==> src/rtl/seg_dac_pkg.sv <==
package seg_dac_pkg;
    typedef enum logic [1:0] {
        ST_IDLE = 2'd0,
        ST_ARM  = 2'd1,
        ST_OPEN = 2'd2
    } wr_state_t;
endpackage

==> src/rtl/dual_ff_sync.sv <==
module dual_ff_sync #(
    parameter int               WIDTH   = 1,
    parameter logic [WIDTH-1:0] RST_VAL = '0
) (
    input  logic             clk,
    input  logic             rst,
    input  logic [WIDTH-1:0] d,
    output logic [WIDTH-1:0] q
);
    logic [WIDTH-1:0] stage1_q;
    logic [WIDTH-1:0] stage2_q;

    always_ff @(posedge clk) begin
        if (rst) begin
            stage1_q <= RST_VAL;
            stage2_q <= RST_VAL;
        end else begin
            stage1_q <= d;
            stage2_q <= stage1_q;
        end
    end

    assign q = stage2_q;
endmodule

==> src/rtl/wr_qualifier.sv <==
module wr_qualifier
    import seg_dac_pkg::*;
#(
    parameter int MIN_WR = 4
) (
    input  logic clk,
    input  logic rst,
    input  logic sel,
    output logic wr_ok,
    output logic short_err
);
    localparam int            CW  = (MIN_WR > 1) ? $clog2(MIN_WR) : 1;
    localparam logic [CW-1:0] LIM = CW'(MIN_WR - 1);

    wr_state_t     state_q, state_d;
    logic [CW-1:0] cnt_q, cnt_d;
    logic          err_q, err_set;

    // state register
    always_ff @(posedge clk) begin
        if (rst) begin
            state_q <= ST_IDLE;
            cnt_q   <= '0;
            err_q   <= 1'b0;
        end else begin
            state_q <= state_d;
            cnt_q   <= cnt_d;
            err_q   <= err_q | err_set;
        end
    end

    // next state and outputs
    always_comb begin
        wr_ok   = sel && (cnt_q == LIM);
        err_set = 1'b0;
        state_d = state_q;
        if (!sel)
            cnt_d = '0;
        else if (cnt_q == LIM)
            cnt_d = cnt_q;
        else
            cnt_d = cnt_q + 1'b1;
        unique case (state_q)
            ST_IDLE: begin
                if (sel) state_d = wr_ok ? ST_OPEN : ST_ARM;
            end
            ST_ARM: begin
                if (!sel) begin
                    state_d = ST_IDLE;
                    err_set = 1'b1;
                end else if (wr_ok) begin
                    state_d = ST_OPEN;
                end
            end
            ST_OPEN: begin
                if (!sel) state_d = ST_IDLE;
            end
            default: state_d = ST_IDLE;
        endcase
    end

    assign short_err = err_q;
endmodule

==> src/rtl/dac_regs.sv <==
module dac_regs #(
    parameter int W = 14
) (
    input  logic         clk,
    input  logic         rst,
    input  logic [W-1:0] bus_s,
    input  logic         wr_ok,
    input  logic         ld_act,
    output logic [W-1:0] in_q,
    output logic [W-1:0] dac_q
);
    always_ff @(posedge clk) begin
        if (rst) begin
            in_q  <= '0;
            dac_q <= '0;
        end else begin
            if (wr_ok) in_q <= bus_s;
            if (ld_act) dac_q <= wr_ok ? bus_s : in_q;
        end
    end
endmodule

==> src/rtl/seg_decoder.sv <==
module seg_decoder #(
    parameter int W        = 14,
    parameter int MSB_BITS = 3,
    localparam int SEGS    = (1 << MSB_BITS) - 1,
    localparam int LSB     = W - MSB_BITS
) (
    input  logic [W-1:0]    code,
    output logic [SEGS-1:0] therm,
    output logic [LSB-1:0]  bin
);
    logic [MSB_BITS-1:0] top_bits;
    assign top_bits = code[W-1 -: MSB_BITS];
    assign bin      = code[LSB-1:0];

    for (genvar g = 0; g < SEGS; g++) begin : g_seg
        assign therm[g] = (top_bits > MSB_BITS'(g));
    end
endmodule

==> src/rtl/seg_dac_front.sv <==
module seg_dac_front #(
    parameter int  W        = 14,
    parameter int  MSB_BITS = 3,
    parameter int  MIN_WR   = 4,
    localparam int SEGS     = (1 << MSB_BITS) - 1,
    localparam int LSB      = W - MSB_BITS
) (
    input  logic            clk,
    input  logic            rst,
    input  logic            cs_n,
    input  logic            wr_n,
    input  logic            ld_n,
    input  logic [W-1:0]    data_in,
    output logic [SEGS-1:0] therm_en,
    output logic [LSB-1:0]  ladder_en,
    output logic [W-1:0]    dac_code,
    output logic            short_err
);
    logic [2:0]   strb_s;
    logic         cs_s_n, wr_s_n, ld_s_n;
    logic [W-1:0] bus_s;
    logic [W-1:0] in_q;
    logic         wr_ok;

    dual_ff_sync #(.WIDTH(3), .RST_VAL(3'b111)) u_strb_sync (
        .clk(clk), .rst(rst), .d({cs_n, wr_n, ld_n}), .q(strb_s)
    );

    dual_ff_sync #(.WIDTH(W), .RST_VAL('0)) u_bus_sync (
        .clk(clk), .rst(rst), .d(data_in), .q(bus_s)
    );

    assign cs_s_n = strb_s[2];
    assign wr_s_n = strb_s[1];
    assign ld_s_n = strb_s[0];

    wr_qualifier #(.MIN_WR(MIN_WR)) u_qual (
        .clk(clk), .rst(rst), .sel(!cs_s_n && !wr_s_n),
        .wr_ok(wr_ok), .short_err(short_err)
    );

    dac_regs #(.W(W)) u_regs (
        .clk(clk), .rst(rst), .bus_s(bus_s), .wr_ok(wr_ok),
        .ld_act(!ld_s_n), .in_q(in_q), .dac_q(dac_code)
    );

    seg_decoder #(.W(W), .MSB_BITS(MSB_BITS)) u_dec (
        .code(dac_code), .therm(therm_en), .bin(ladder_en)
    );
endmodule

==> config.mk <==
export PLATFORM = sky130hd
export DESIGN_NAME = seg_dac_front
export DESIGN_NICKNAME = d
export VERILOG_FILES = /design/src/rtl/seg_dac_pkg.sv /design/src/rtl/dual_ff_sync.sv /design/src/rtl/wr_qualifier.sv /design/src/rtl/dac_regs.sv /design/src/rtl/seg_decoder.sv /design/src/rtl/seg_dac_front.sv
export SDC_FILE = /design/constraint.sdc
export NUM_CORES = 1
export LEC_CHECK = 0
export ABC_AREA = 1
export BUFFER_PORTS_ARGS = -buffer_cell sky130_fd_sc_hd__buf_2
export CAP_MARGIN = 20
export CORE_ASPECT_RATIO = 0.7
export CORE_UTILIZATION = 55
export CTS_BUF_LIST = sky130_fd_sc_hd__clkbuf_2 sky130_fd_sc_hd__clkbuf_4 sky130_fd_sc_hd__clkbuf_8
export DETAILED_ROUTE_END_ITERATION = 10
export PLACE_DENSITY = 0.8
export SLEW_MARGIN = 20
export SYNTH_ARGS = -nofsm -noshare
export SYNTH_HDL_FRONTEND = slang
export SYNTH_SLANG_ARGS = --single-unit
export TNS_END_PERCENT = 100
==> constraint.sdc <==
create_clock -name clk -period 1.4 [get_ports clk]
set_clock_uncertainty 0.05 [all_clocks]
set_input_delay 0.07 -clock clk [delete_from_list [all_inputs] [get_ports clk]]
set_output_delay 0.07 -clock clk [all_outputs]
set_load 0.01 [all_outputs]
Word level (Yosys, flattened, before mapping)
Cells that the tools add are included.
Storage, ports and cells
  register bits after elaboration: 67
  bits in latches: 0
  bits in writable memories: 0
  bits in read-only memories: 0
  input port bits: 19
  word-level logic and storage cells: 41
  memories kept: 0
Cells by class
  add/sub/neg operators: 1
  $mul: 0
  divide/modulo/power cells: 0
  magnitude comparators: 7
  eq/ne operators: 6
  shift-type cells: 0
  muxes and demuxes: 9
  bitwise logic cells: 2
  reductions and logical operators: 7
Operators by type and width (number)
  14-bit two-way mux: 1
  2-bit two-way mux: 5
  3-bit > comparator (second input constant): 3
  3-bit by 1-bit > comparator with 1-bit output (second input constant): 2
  3-bit by 2-bit > comparator with 1-bit output (second input constant): 2
  2-bit one-hot mux with 3 select lines: 1
  2-bit equality test (second input constant): 2
  3-bit != test (second input constant): 1
  3-bit AND reduction: 1
  2-bit by 1-bit adder with 2-bit output (second input constant): 1
  2-bit by 1-bit equality test with 1-bit output (second input constant): 1
  1-bit logical AND: 2
  1-bit logical NOT: 2
  2-bit logical NOT: 1
  1-bit two-way mux: 2
  2-bit by 1-bit != test with 1-bit output (second input constant): 1
  2-bit != test (second input constant): 1
  2-bit OR reduction: 1
  1-bit NOT: 1
  1-bit bitwise OR: 1

Logic depth before layout (Yosys ltp)
  depth after elaboration: 6
  depth in mapped cells: 8
  gate-level depth less buffers: 6

By module
A second synthesis with hierarchy kept.
Second synthesis, totals
  cells, all modules: 304
  area total of the unflattened synthesis: 2494.9 um^2
By module, submodules not included
  dac_regs: instances 1, cells an instance 149, area each 1183.6 um^2
  dual_ff_sync at u_bus_sync: instances 1, cells an instance 87, area each 807.0 um^2
  wr_qualifier: instances 1, cells an instance 25, area each 201.4 um^2
  dual_ff_sync at u_strb_sync: instances 1, cells an instance 19, area each 168.9 um^2
  seg_decoder: instances 1, cells an instance 22, area each 126.4 um^2
  seg_dac_front: instances 1, cells an instance 2, area each 7.5 um^2

Worst setup path after synthesis
Ideal clock, no wire load.
  kind: register -> register
  start: register u_qual.cnt_q[0]
  end: register u_regs.dac_q[10]
  setup time: 0.109 ns
  data arrival time: 1.027 ns
  required time: 1.241 ns
  slack: 0.214 ns
  cell stages (with the launch flop): 8
  path buffers: 2
  period minus slack after synthesis: 1.186 ns
  path through: dfxtp_1 -> ha_1 -> buf_6 -> clkbuf_8 -> nand3_1 -> nand3_1 -> nand2_1 -> inv_1
Between the ends
  longest elaborated chain between the ends: 3
RTL lines
  start, declared: line wr_qualifier.sv:16  | logic [CW-1:0] cnt_q, cnt_d;
  start signal, assigned: line wr_qualifier.sv:27  | cnt_q <= cnt_d;
  2-bit equality test: line wr_qualifier.sv:34  | wr_ok = sel && (cnt_q == LIM);
  1-bit logical AND: line wr_qualifier.sv:34
  14-bit two-way mux
  end signal, assigned: line dac_regs.sv:18  | if (ld_act) dac_q <= wr_ok ? bus_s : in_q;
  end, declared: line dac_regs.sv:10  | output logic [W-1:0] dac_q
No other way between the ends.
A chain may end at the register's enable or synchronous reset.

Worst setup path after layout
  start: register u_qual.cnt_q[0]
  end: register u_regs.dac_q[3]
Same word-level chain as after synthesis.

==> flow_summary.json <==
{
  "status": "finished, final reports clean",
  "wl_met3_um": 287,
  "final_cells": 408,
  "rows": 19,
  "synth_edf_count": 0,
  "syn_avg_cell_area_um2": 8.27,
  "switching_share_pct": 22.0,
  "vias_per_cell": 4.46,
  "wl_met1_um": 1910,
  "grt_util_all_layers_pct": 21.0,
  "finalHoldViolations": 0,
  "cp-end-kind": "flip-flop",
  "cts_resized": 0,
  "syn_area_um2": 2410,
  "p_int_mw": 2.98,
  "insertion_delay_ns": 0.34,
  "ctsHtreeMaxLevel": 3,
  "num-nets-final": 372,
  "yosysMostFrequentCell": "dfxtp_1",
  "root_buffer": "clkbuf_8",
  "yosysSeqAreaShare_pct": 55.5,
  "ant_nets": 0,
  "dieArea_um2": 4660,
  "required_ns": 1.59,
  "top_layer": "met4",
  "cp_max_fo": 8,
  "grt_pass1_vias": 1664,
  "syn_inst": 292,
  "arrival_ns": 1.43,
  "synthToLayoutAreaGrowth_pct": 23.0,
  "synth-seq-cells": 67,
  "io_pins": 52,
  "cts_buffers": 9,
  "sequentialPowerShare_pct": 52.4,
  "crit_family": "flip-flops",
  "grt_max_degree": 26,
  "maxCapViolCount": 0,
  "path_cells": "ha_1, buf_4, nand3_1, nand3_1, nand2_1, inv_1",
  "cpPeakStageDelay_ns": 0.32,
  "drt_wl_total_um": 4200,
  "place.gp.congestion": 0.758,
  "vias": 1819,
  "ys.flop_type": "dfxtp_1",
  "wl_per_cell_um": 10.3,
  "clk_pin_slew_worst_paths_ns": 0.07,
  "chipHeight_um": 57.4,
  "grt_first_pass_wirelength_um": 6980,
  "p_leak_nw": 1.51,
  "min_period_over_period_pct": 88.8,
  "core-area_um2": 4070,
  "max_slew_margin_pct": 72.1,
  "maxSlewViolCount": 0,
  "utilization_pct": 73.0,
  "tightest_slew_ns": 0.418,
  "min_path_type": "in2reg",
  "tritoncts": "built",
  "setup_viol": 0,
  "vdd_ir_drop_max_uv": 1210,
  "critical_path_class": "reg2reg",
  "placed_area_um2": 2600,
  "critical_path.most_common_cell": "nand3_1",
  "first_iter_violations": 75,
  "p_clk_share_pct": 40.6,
  "synth_area_leaders": "dfxtp_1, nor2_1, inv_1",
  "yosysTopAreaCell": "dfxtp_1",
  "timing.fmax_mhz": 804,
  "fin_area_um2": 2970,
  "route.met2.wl_um": 1940,
  "ys_types": 23,
  "drt_first_pass_iters": 4,
  "ys_async_sr_fraction_pct": 0,
  "antenna_found_initial": 0,
  "port_buffers": 51,
  "cp_num_buf_inv": 2,
  "fillers": 310,
  "worstSetupStartpointType": "flip-flop",
  "yosys_warnings": 0,
  "syn-num-nets": 312,
  "grt_remaining_overflow": 0,
  "rsz0062_at_grt": "no",
  "num_antenna_cells": 0,
  "cp_slowest_cell": "dfxtp_1",
  "power_mw": 3.82,
  "synthDominantCellAreaShare_pct": 55.5,
  "fin_crit_ns": 1.24,
  "p_sw_mw": 0.840,
  "post-dp-hpwl_um": 2670,
  "clock_sinks": 67,
  "dpl.cell_count": 376,
  "die_x_um": 81.2,
  "ys_top_cells_by_count": "dfxtp_1, nor2_1, inv_1",
  "start_util_pct": 59.4,
  "cts_max_path_buffers": 2,
  "setup_tns_ns": 0,
  "drc_errors": 0,
  "p_comb_share_pct": 7.1,
  "power.density_nw_per_um2": 1290,
  "final_layout_size_suffix_gt1_share_pct": 24.2
}
power groups by stage:
| stage | combinational [mW] | clock (mW) | sequential [mW] |
|---|---|---|---|
| after floorplan | 0.154 | 0 | 2.05 |
| after global routing | 0.306 | 1.67 | 2.01 |
| final | 0.270 | 1.55 | 2.00 |
| after detailed placement | 0.231 | 0 | 2.04 |
| after global placement | 0.224 | 0 | 2.04 |
| after CTS | 0.268 | 1.59 | 2.00 |
placed cells by master, fill, tap and decap left out:
cell           Yosys  layout
dfxtp_1           67      67
nor2_1            55      55
buf_2              2      51
inv_1             50      50
nand2_1           29      29
nand3_1           28      28
a21oi_1           19      19
dlygate4sd3_1      0      17
clkbuf_8           3      10
or2_2              6       6
buf_4             11       5
nand2_2            4       4
nor2_4             1       1
xor2_1             1       1
nand2_4            1       1
inv_2              1       1
a211oi_2           1       1
nand3b_1           1       1
mux2i_1            1       1
nor3_1             1       1
ha_1               1       1
clkinv_2           0       1
clkbuf_4           0       1
clkinv_4           0       1
bufinv_16          0       1
clkinvlp_4         0       1
buf_12             0       1
routing by layer:
layer	up-vias	global-route usage, %
met5	-	0
met4	0	9.95
met3	8	9.76
met2	62	34.2
met1	766	23.1
li1	983	-
worst reg2reg max path, delay by kind of cell, from the launching register on:
family	cells	cell delay, ns
adders and majority gates	1	0.25
buffers and inverters	2	0.22
DFF	1	0.32
and+or+nand+nor	3	0.30
stage by stage:
stage               hold WS [ns]  worst slack [ns]
CTS                       0.0451             0.162
global route              0.0924            0.0806
global placement           0.205             0.200
floorplan                  0.124             0.214
finish                    0.0501             0.156
detailed placement         0.208             0.169
repair_timing:
action / 4_1_cts / 5_1_grt
hold buffers: 17 / 0
hold endpoints to repair: 17 / 0
buffers inserted: 0 / 0
cells by family after synthesis:
family | share of synthesized area, %
simple gates | 22.9
buf+inv | 15.8
flops | 55.5
compound gates | 4.46
xor+xnor | 0.363
mux | 0.415
fa+ha+maj | 0.518
sequential cells by signal, indices dropped and copies added, names as in the netlist:
name / count
u_bus_sync.q: 14
u_bus_sync.stage1_q: 14
u_regs.dac_q: 14
u_regs.in_q: 14
u_strb_sync.q: 3
u_strb_sync.stage1_q: 3
u_qual.cnt_q: 2
u_qual.state_q: 2
u_qual.short_err: 1
layout make-up:
type | count | area, um^2 | area share, %
multi-input cells | 149 | 692 | 23.3
inverters | 51 | 191 | 6.45
clock buffers | 11 | 145 | 4.89
flip-flops and latches | 67 | 1340 | 45.2
repair buffers | 74 | 483 | 16.3
clock inverters | 4 | 51.3 | 1.73
well taps | 52 | 65.1 | 2.19
final timing paths:
kind,from,to,slack [ns],depth (start not counted)
max reg2reg,u_qual.cnt_q[0],u_regs.dac_q[3],0.16,6
min,rst,u_bus_sync.q[2],0.05,2
min reg2reg,u_bus_sync.stage1_q[7],u_bus_sync.q[7],0.35,2
max,u_qual.cnt_q[0],u_regs.dac_q[3],0.16,6
Note: power is estimated with default switching activity, not from simulation.
